<file path="src/rtl/evt_timer16_pkg.sv">
package evt_timer16_pkg;

    localparam int BYTE_W = 8;
    localparam int NBYTES = 2;
    localparam int CNT_W  = BYTE_W * NBYTES;
    localparam int PS_W   = 2;
    localparam int PRE_W  = (1 << PS_W) - 1;

    typedef enum logic [1:0] {
        ADR_CTRL = 2'd0,
        ADR_LOW  = 2'd1,
        ADR_HIGH = 2'd2,
        ADR_FLAG = 2'd3
    } addr_e;

    typedef struct packed {
        logic            wide_rw;
        logic            clk_stat;
        logic [PS_W-1:0] ps;
        logic            osc_en;
        logic            no_sync;
        logic            ext_src;
        logic            run;
    } ctrl_t;

    // Mask whose low 'ps' bits are set; the prescaler fires when they are all 1.
    function automatic logic [PRE_W-1:0] ps_mask(input logic [PS_W-1:0] ps);
        logic [PRE_W-1:0] m;
        m = '0;
        for (int i = 0; i < PRE_W; i++) begin
            if (i < int'(ps)) m[i] = 1'b1;
        end
        return m;
    endfunction

endpackage

</file>
<file path="src/rtl/evt_timer16_src.sv">
module evt_timer16_src #(
    parameter int SYNC_STAGES = 2
) (
    input  logic clk,
    input  logic rst,
    input  logic ext_clk,
    input  logic ext_src,
    input  logic no_sync,
    output logic src_tick
);
    logic [SYNC_STAGES-1:0] sync_q;
    logic                   raw_q;
    logic                   prev_q;
    logic                   sel;

    always_ff @(posedge clk) begin
        if (rst) sync_q[0] <= 1'b0;
        else     sync_q[0] <= ext_clk;
    end

    genvar gi;
    generate
        for (gi = 1; gi < SYNC_STAGES; gi++) begin : g_sync
            always_ff @(posedge clk) begin
                if (rst) sync_q[gi] <= 1'b0;
                else     sync_q[gi] <= sync_q[gi-1];
            end
        end
    endgenerate

    always_ff @(posedge clk) begin
        if (rst) begin
            raw_q  <= 1'b0;
            prev_q <= 1'b0;
        end else begin
            raw_q  <= ext_clk;
            prev_q <= sel;
        end
    end

    assign sel      = no_sync ? raw_q : sync_q[SYNC_STAGES-1];
    assign src_tick = ext_src ? (sel & ~prev_q) : 1'b1;

    // an external tick is a single-cycle pulse
    a_r5_single_pulse: assert property (@(posedge clk) disable iff (rst)
        (ext_src && src_tick && $stable(ext_src) && $stable(no_sync)) |=> !(src_tick && ext_src));

endmodule

</file>
<file path="src/rtl/evt_timer16_presc.sv">
module evt_timer16_presc
    import evt_timer16_pkg::*;
(
    input  logic            clk,
    input  logic            rst,
    input  logic            clr,
    input  logic            run,
    input  logic            tick_in,
    input  logic [PS_W-1:0] ps,
    output logic            tick_out
);
    logic [PRE_W-1:0] cnt_q;
    logic [PRE_W-1:0] mask;

    assign mask     = ps_mask(ps);
    assign tick_out = run & tick_in & ((cnt_q & mask) == mask);

    always_ff @(posedge clk) begin
        if (rst || clr)          cnt_q <= '0;
        else if (run && tick_in) cnt_q <= cnt_q + 1'b1;
    end

    // at any ratio above 1:1, two outputs never come back to back
    a_r3_spacing: assert property (@(posedge clk) disable iff (rst)
        (tick_out && ps != '0 && !clr) |=> !tick_out);

    // nothing passes while stopped
    a_r4_stopped: assert property (@(posedge clk) disable iff (rst)
        !run |-> !tick_out);

endmodule

</file>
<file path="src/rtl/evt_timer16_core.sv">
module evt_timer16_core
    import evt_timer16_pkg::*;
(
    input  logic              clk,
    input  logic              rst,
    input  logic              inc,
    input  logic              evt,
    input  logic              wide,
    input  logic              wr_lo,
    input  logic              wr_hi,
    input  logic              rd_lo,
    input  logic              flag_clr,
    input  logic [BYTE_W-1:0] wdata,
    output logic [CNT_W-1:0]  cnt_q,
    output logic [BYTE_W-1:0] hi_rd_q,
    output logic              flag_q
);
    logic [BYTE_W-1:0] hi_wr_q;
    logic              hi_direct;
    logic              load;
    logic              wrap;

    assign hi_direct = wr_hi & ~wide;
    assign load      = wr_lo | hi_direct;
    assign wrap      = inc & ~evt & ~load & (cnt_q == {CNT_W{1'b1}});

    always_ff @(posedge clk) begin
        if (rst) begin
            cnt_q   <= '0;
            hi_wr_q <= '0;
            hi_rd_q <= '0;
        end else begin
            if (evt) begin
                cnt_q <= '0;
            end else if (wr_lo) begin
                cnt_q[BYTE_W-1:0] <= wdata;
                if (wide) cnt_q[CNT_W-1:BYTE_W] <= hi_wr_q;
            end else if (hi_direct) begin
                cnt_q[CNT_W-1:BYTE_W] <= wdata;
            end else if (inc) begin
                cnt_q <= cnt_q + 1'b1;
            end
            if (wr_hi && wide) hi_wr_q <= wdata;
            if (rd_lo && wide) hi_rd_q <= cnt_q[CNT_W-1:BYTE_W];
        end
    end

    always_ff @(posedge clk) begin
        if (rst)           flag_q <= 1'b0;
        else if (wrap)     flag_q <= 1'b1;
        else if (flag_clr) flag_q <= 1'b0;
    end

    a_r7_evt_zero: assert property (@(posedge clk) disable iff (rst)
        evt |=> (cnt_q == '0));

    a_r7_evt_no_flag: assert property (@(posedge clk) disable iff (rst)
        (evt && !flag_q) |=> !flag_q);

    a_r6_wrap_flag: assert property (@(posedge clk) disable iff (rst)
        (inc && !evt && !wr_lo && !wr_hi && cnt_q == {CNT_W{1'b1}}) |=> (flag_q && cnt_q == '0));

    a_r6_sticky: assert property (@(posedge clk) disable iff (rst)
        (flag_q && !flag_clr) |=> flag_q);

    a_r10_hi_buffered: assert property (@(posedge clk) disable iff (rst)
        (wr_hi && wide && !wr_lo && !evt && !inc) |=> $stable(cnt_q));

    a_r4_hold: assert property (@(posedge clk) disable iff (rst)
        (!inc && !evt && !wr_lo && !wr_hi) |=> $stable(cnt_q));

endmodule

</file>
<file path="src/rtl/evt_timer16.sv">
module evt_timer16
    import evt_timer16_pkg::*;
#(
    parameter int SYNC_STAGES = 2
) (
    input  logic              clk,
    input  logic              rst,
    input  logic              bus_wr,
    input  logic              bus_rd,
    input  logic [1:0]        bus_addr,
    input  logic [BYTE_W-1:0] bus_wdata,
    output logic [BYTE_W-1:0] bus_rdata,
    input  logic              ext_clk,
    input  logic              evt_trig,
    input  logic              sec_osc_sel,
    output logic              ovf_flag
);
    ctrl_t             ctrl_q;
    ctrl_t             ctrl_rd;
    addr_e             adr;
    logic              wr_ctrl, wr_lo, wr_hi, rd_lo, flag_clr;
    logic              src_tick, inc, presc_clr;
    logic [CNT_W-1:0]  cnt;
    logic [BYTE_W-1:0] hi_rd;

    assign adr      = addr_e'(bus_addr);
    assign wr_ctrl  = bus_wr && adr == ADR_CTRL;
    assign wr_lo    = bus_wr && adr == ADR_LOW;
    assign wr_hi    = bus_wr && adr == ADR_HIGH;
    assign rd_lo    = bus_rd && adr == ADR_LOW;
    assign flag_clr = bus_wr && adr == ADR_FLAG && bus_wdata[0];

    always_ff @(posedge clk) begin
        if (rst) begin
            ctrl_q <= '0;
        end else if (wr_ctrl) begin
            ctrl_q          <= ctrl_t'(bus_wdata);
            ctrl_q.clk_stat <= 1'b0;
        end
    end

    assign presc_clr = wr_ctrl | wr_lo | wr_hi | evt_trig;

    evt_timer16_src #(.SYNC_STAGES(SYNC_STAGES)) u_src (
        .clk      (clk),
        .rst      (rst),
        .ext_clk  (ext_clk),
        .ext_src  (ctrl_q.ext_src),
        .no_sync  (ctrl_q.no_sync),
        .src_tick (src_tick)
    );

    evt_timer16_presc u_presc (
        .clk      (clk),
        .rst      (rst),
        .clr      (presc_clr),
        .run      (ctrl_q.run),
        .tick_in  (src_tick),
        .ps       (ctrl_q.ps),
        .tick_out (inc)
    );

    evt_timer16_core u_core (
        .clk      (clk),
        .rst      (rst),
        .inc      (inc),
        .evt      (evt_trig),
        .wide     (ctrl_q.wide_rw),
        .wr_lo    (wr_lo),
        .wr_hi    (wr_hi),
        .rd_lo    (rd_lo),
        .flag_clr (flag_clr),
        .wdata    (bus_wdata),
        .cnt_q    (cnt),
        .hi_rd_q  (hi_rd),
        .flag_q   (ovf_flag)
    );

    always_comb begin
        ctrl_rd          = ctrl_q;
        ctrl_rd.clk_stat = sec_osc_sel;
        unique case (adr)
            ADR_CTRL: bus_rdata = BYTE_W'(ctrl_rd);
            ADR_LOW:  bus_rdata = cnt[BYTE_W-1:0];
            ADR_HIGH: bus_rdata = ctrl_q.wide_rw ? hi_rd : cnt[CNT_W-1:BYTE_W];
            default:  bus_rdata = {{(BYTE_W-1){1'b0}}, ovf_flag};
        endcase
    end

    // state after reset
    a_r1_reset_state: assert property (@(posedge clk)
        rst |=> (ctrl_q == '0 && cnt == '0 && !ovf_flag));

    // a control write is held until the next one
    a_r2_ctrl_hold: assert property (@(posedge clk) disable iff (rst)
        !wr_ctrl |=> $stable(ctrl_q));

    // the status field stored in the register stays clear
    a_r11_stat_ro: assert property (@(posedge clk) disable iff (rst)
        wr_ctrl |=> (ctrl_q.clk_stat == 1'b0));

endmodule

</file>
<file path="config.mk">
export PLATFORM = sky130hd
export DESIGN_NAME = evt_timer16
export DESIGN_NICKNAME = d
export VERILOG_FILES = /design/src/rtl/evt_timer16_pkg.sv /design/src/rtl/evt_timer16_src.sv /design/src/rtl/evt_timer16_presc.sv /design/src/rtl/evt_timer16_core.sv /design/src/rtl/evt_timer16.sv
export SDC_FILE = /design/constraint.sdc
export NUM_CORES = 1
export LEC_CHECK = 0
export BUFFER_PORTS_ARGS = -buffer_cell sky130_fd_sc_hd__buf_2
export CAP_MARGIN = 20
export CORE_MARGIN = 5
export CORE_UTILIZATION = 50
export DETAILED_ROUTE_END_ITERATION = 10
export GPL_TIMING_DRIVEN = 0
export PLACE_DENSITY = 0.65
export SYNTH_ARGS = -nofsm -noshare
export SYNTH_HDL_FRONTEND = slang
export SYNTH_SLANG_ARGS = --single-unit
</file>
<file path="constraint.sdc">
create_clock -name clk -period 2.9 [get_ports clk]
set_input_delay 0.145 -clock clk [delete_from_list [all_inputs] [get_ports clk]]
set_output_delay 0.145 -clock clk [all_outputs]
set_load 0.1 [all_outputs]
</file>
Word-level counts from Yosys, hierarchy flattened
Cells that the tools add are included.
- output and inout bits: 9
- register bits after elaboration: 46
- logic and storage cells: 74
- bits of input ports: 17
- mux-type cells: 14
- magnitude comparators: 3
- eq/ne operators: 7
- bitwise operators: 16
- $add $sub $neg: 2
- reduce and logical (&&, ||, !) cells: 17
- operator list (kind ; number):
    two-way mux 16 bit ; 2
    two-way mux 8 bit ; 4
    one-hot mux 8 bit (3 select lines) ; 1
    adder 16 x 1 -> 16 bit (second input constant) ; 1
    == test 16 bit (second input constant) ; 1
    logical AND 1 bit ; 9
    bitwise AND 1 bit ; 7
    two-way mux 1 bit ; 7
    == test 2 bit (second input constant) ; 2
    < comparator 1 x 2 -> 1 bit (first input constant) ; 2
    inverter 1 bit ; 4
    bitwise OR 1 bit ; 4
    AND reduction 2 bit ; 2
    nonzero test 2 bit ; 2
    adder 3 x 1 -> 3 bit (second input constant) ; 1
    bitwise AND 3 bit ; 1
    == test 3 bit ; 1
    nonzero test 3 bit ; 1
    == test 2 x 1 -> 1 bit (second input constant) ; 1
    logical NOT 2 bit ; 1
    < comparator 2 bit (first input constant) ; 1
    inequality test 2 x 1 -> 1 bit (second input constant) ; 1
    inequality test 2 bit (second input constant) ; 1
    OR reduction 2 bit ; 1
    logical OR 1 bit ; 1

Depth between registers and ports, before layout
- depth in word-level cells: 9
- gate-level depth with buffers: 8
- gate-level depth less buffers: 6

By module
Synthesis repeated with hierarchy kept, for this count alone.
- cell total of the unflattened synthesis: 330
- area total of the unflattened synthesis: 2631.3 um2
- modules (own cells, without submodules) (module ; instances ; sequential area each (um2) ; cells an instance ; area an instance (um2)):
    evt_timer16_core ; 1 ; 660.6 ; 237 ; 1820.5
    evt_timer16 ; 1 ; 140.1 ; 68 ; 559.3
    evt_timer16_presc ; 1 ; 60.1 ; 17 ; 160.2
    evt_timer16_src ; 1 ; 60.1 ; 8 ; 91.3

Worst setup path after synthesis
Ideal clock, no wire load.
- path kind: register to output
- start: reg ctrl_q[7] (netlist name)
- end: out bus_rdata[3]
- path buffers: 2
- cell stages (with the launch flop): 5
- required time: 2.755 ns
- data arrival time: 2.617 ns
- path slack: 0.138 ns
- cell sequence: dfxtp_1 > clkbuf_1 > clkbuf_1 > mux2i_1 > o22ai_1
- word-level cells in the longest chain between the ends: 2
- RTL lines (what ; RTL line ; source):
    start, declared ; evt_timer16.sv:18 ; ctrl_t ctrl_q;
    start signal, assigned ; evt_timer16.sv:37 ; ctrl_q <= ctrl_t'(bus_wdata);
    two-way mux 8 bit ; evt_timer16.sv:85 ; ADR_HIGH: bus_rdata = ctrl_q.wide_rw ? hi_rd : cnt[CNT_W-1:BYTE_W];
    one-hot mux 8 bit (3 select lines) ; evt_timer16.sv:82 ; unique case (adr)
    end, declared ; evt_timer16.sv:12 ; output logic [BYTE_W-1:0] bus_rdata,
Every way passes these cells.

Final worst setup path
- start: reg ctrl_q[7] (netlist name)
- end: out bus_rdata[7]
- word-level cells in the longest chain between the ends: 2
- RTL lines (what ; RTL line):
    two-way mux 8 bit ; evt_timer16.sv:85
    one-hot mux 8 bit (3 select lines) (*) ; evt_timer16.sv:82
Mark *: on every way between the ends. The rest lies on a longest branch, timed or not.

==> out/metrics.cfg <==
[logic_synthesis]
synth_edf_count=0
synth_top_cell_by_area=dfxtp_1
syn_area_um2=2600
avgSynthCellArea_um2=7.89
synth_top_area_share_pct=35.4
syn_inst=330
ys.flop_type=dfxtp_1
synth_warnings=0
ys_types=59
synth_seq_area_share_pct=35.4
synth.area.top_cells=dfxtp_1 (35%), nand2_1 (8.9%), mux2i_1 (7.7%)
async_flop_share_pct=0
ys_ff_latch=46
syn_nets=349

[placed_design]
gp_congestion=0.915
place_ws_ps=590
dp_hpwl_um=5750
dpl_cell_area_um2=2820
port_buffers=25

[cts]
cts.clk_slew.worst_paths_ps=80
post_cts_buffers=0
clockBufferDepth=2
root_buffer=clkbuf_8
cts_made_buffers=5
clk_latency_ps=300
htree_levels=2
cts_sinks=46
ctsResizeCount=0
cts-hold-fix-buffers=0
cts_tree=yes

[routing]
dr.pass1.iters=5
first_iter_violations=259
drt-wirelength-per-cell_um=17.8
drc=0
via_per_inst=6.09
ant_nets=0
route.vias.total=2636
finalWirelength_um=7690

[timing]
worst_slew_pin_slew_ps=657
slew_headroom_pct=55.6
hold_viol_final=0
min_period_ps=2720
setup_tns_ps=0
timing.fmax_mhz=368
final.period_utilization_pct=93.8
rsz0062_at_grt=no
maxSlewViolCount=0
layout_setup_ws_ps=179
finalSetupViolations=0
finClkSkew_ps=3.88

[global_route]
grt_max_degree=15
grt_pass1_wl_um=12500
top_usage_layer=met2
track_usage_pct=24.7
global_route.usage.met3_pct=4.88
overflow=0
use_met1_pct=34.6
antenna_found_initial=0
use_met2_pct=37.0
grt_pass1_vias=2428

[floorplan]
dieWidth_um=82.2
core_um2=5070
io_pins=26
die_h_um=82.2
start_util_pct=51.3
dieArea_um2=6750
rows=26

[final_layout]
utilization_pct=57.4
diodes=0
mostFrequentLayoutCells=nand2_1 (62), dfxtp_1 (46), a21oi_1 (35)
syn2layout_area_growth_pct=11.8
final_area_um2=2910
final_common_cell=nand2_1
fin_nets=381
drive_gt1_share_pct=14.0

[min_path]
min_delay_worst_endpoint=u_src.raw_q
hp-start=ext_clk
hold_path_depth=2
hold_path_class=in2reg

[power]
p_per_area_nw_per_um2=423
finalPower_w=0.00123
peakVddDrop_uv=259
p_leak_nw=1.01

[worst_setup_path]
cp_slowest_stage_delay_ps=570
cp.required_ps=2760
worstPathCellList=clkbuf_1, clkbuf_1, a21oi_1, a311oi_1, a21o_1, buf_2
rr_startpoint=ctrl_q[2]
r2r_end=u_core.cnt_q[7]
critPathKind=reg2out
arrival_ps=2580
cp-start-kind=flop
endpoint_kind=output port
crit_fanout=10
ff2ff_path_depth=6
slowest_stage=clkbuf_1
crit_top_cell=clkbuf_1
reg2reg_setup_slack_ps=800

[run_status]
status=complete, no violations

[run]
drv_cap=0

==> stage by stage <==
step           hold slack, ps  cells
4_1_cts                  55.8    433
3_3_place_gp              355    425
6_report                 49.8    433
3_5_place_dp              370    425
2_1_floorplan             273    330
5_1_grt                  76.5    433
==> flip-flops by register name (all words and copies together) (netlist names) <==
name and flops:
u_core.hi_wr_q 8, u_src.prev_q 1, u_core.cnt_q 16, u_presc.cnt_q 3
ctrl_q 7, u_src.raw_q 1, u_src.sync_q 1, u_core.flag_q 1
u_core.hi_rd_q 8
==> cell families after synthesis <==
kind of cell,after synthesis,synth area share [%]
simple gates,137,25.1
compound gates,93,23.5
flops,46,35.4
buf+inv,27,5.09
mux,22,8.98
xor+xnor,3,1.01
fa+ha+maj,2,0.960
==> power by group <==
| group | switching [W] | internal [W] | total (W) |
|---|---|---|---|
| clock network | 0.000222 | 0.000192 | 0.000414 |
| registers | 0.00000788 | 0.000639 | 0.000647 |
| logic | 0.000115 | 0.0000570 | 0.000172 |
==> cell usage after synthesis (3+ instances only) <==
library cell and count:
nand2_1 62, dfxtp_1 46, a21oi_1 35, nor2_1 27
mux2i_1 20, clkbuf_1 14, o22ai_1 12, nand2b_1 7
nand3_1 6, o21ai_0 6, o31ai_1 6, a22o_1 4
a31oi_1 4, and3_1 4, buf_2 4, nand4_1 4
nor2b_1 4, nor3_1 4, a21o_1 3, buf_4 3
inv_1 3, nor3b_1 3
==> routing by layer <==
layer / up-vias / wire length, um
li1: 1261 / -
met1: 1236 / 3590
met2: 119 / 3380
met3: 20 / 525
met4: 0 / 201
met5: - / 0
==> worst max-delay path, delay by kind of cell, from the launching register on <==
family                 cells  cell delay [ps]
buffers and inverters      3             1390
AOI/OAI and AO/OA          3              480
DFF                        1              400
==> how the worst max path moves through the flow <==
stage | endpoint | from | depth (start not counted) | slack [ps]
6_report | bus_rdata[7] | ctrl_q[7] | 6 | 180
2_1_floorplan | bus_rdata[3] | ctrl_q[7] | 4 | 140
3_5_place_dp | bus_rdata[7] | ctrl_q[7] | 6 | 590
4_1_cts | bus_rdata[7] | ctrl_q[7] | 6 | 200
5_1_grt | bus_rdata[7] | ctrl_q[7] | 6 | 50
3_3_place_gp | bus_rdata[5] | ctrl_q[7] | 5 | 540
==> layout make-up <==
cell class                 instances  area, um2
fill                             504       2160
multi-input combinational        257       1550
sequential                        46        921
timing repair buffer              25        125
buffer                            24        121
tap                               70       87.6
clock buffer                       6       82.6
clock inverter                     2       12.5
inverter                           3       11.3
Note: power is estimated with default switching activity, not from simulation.
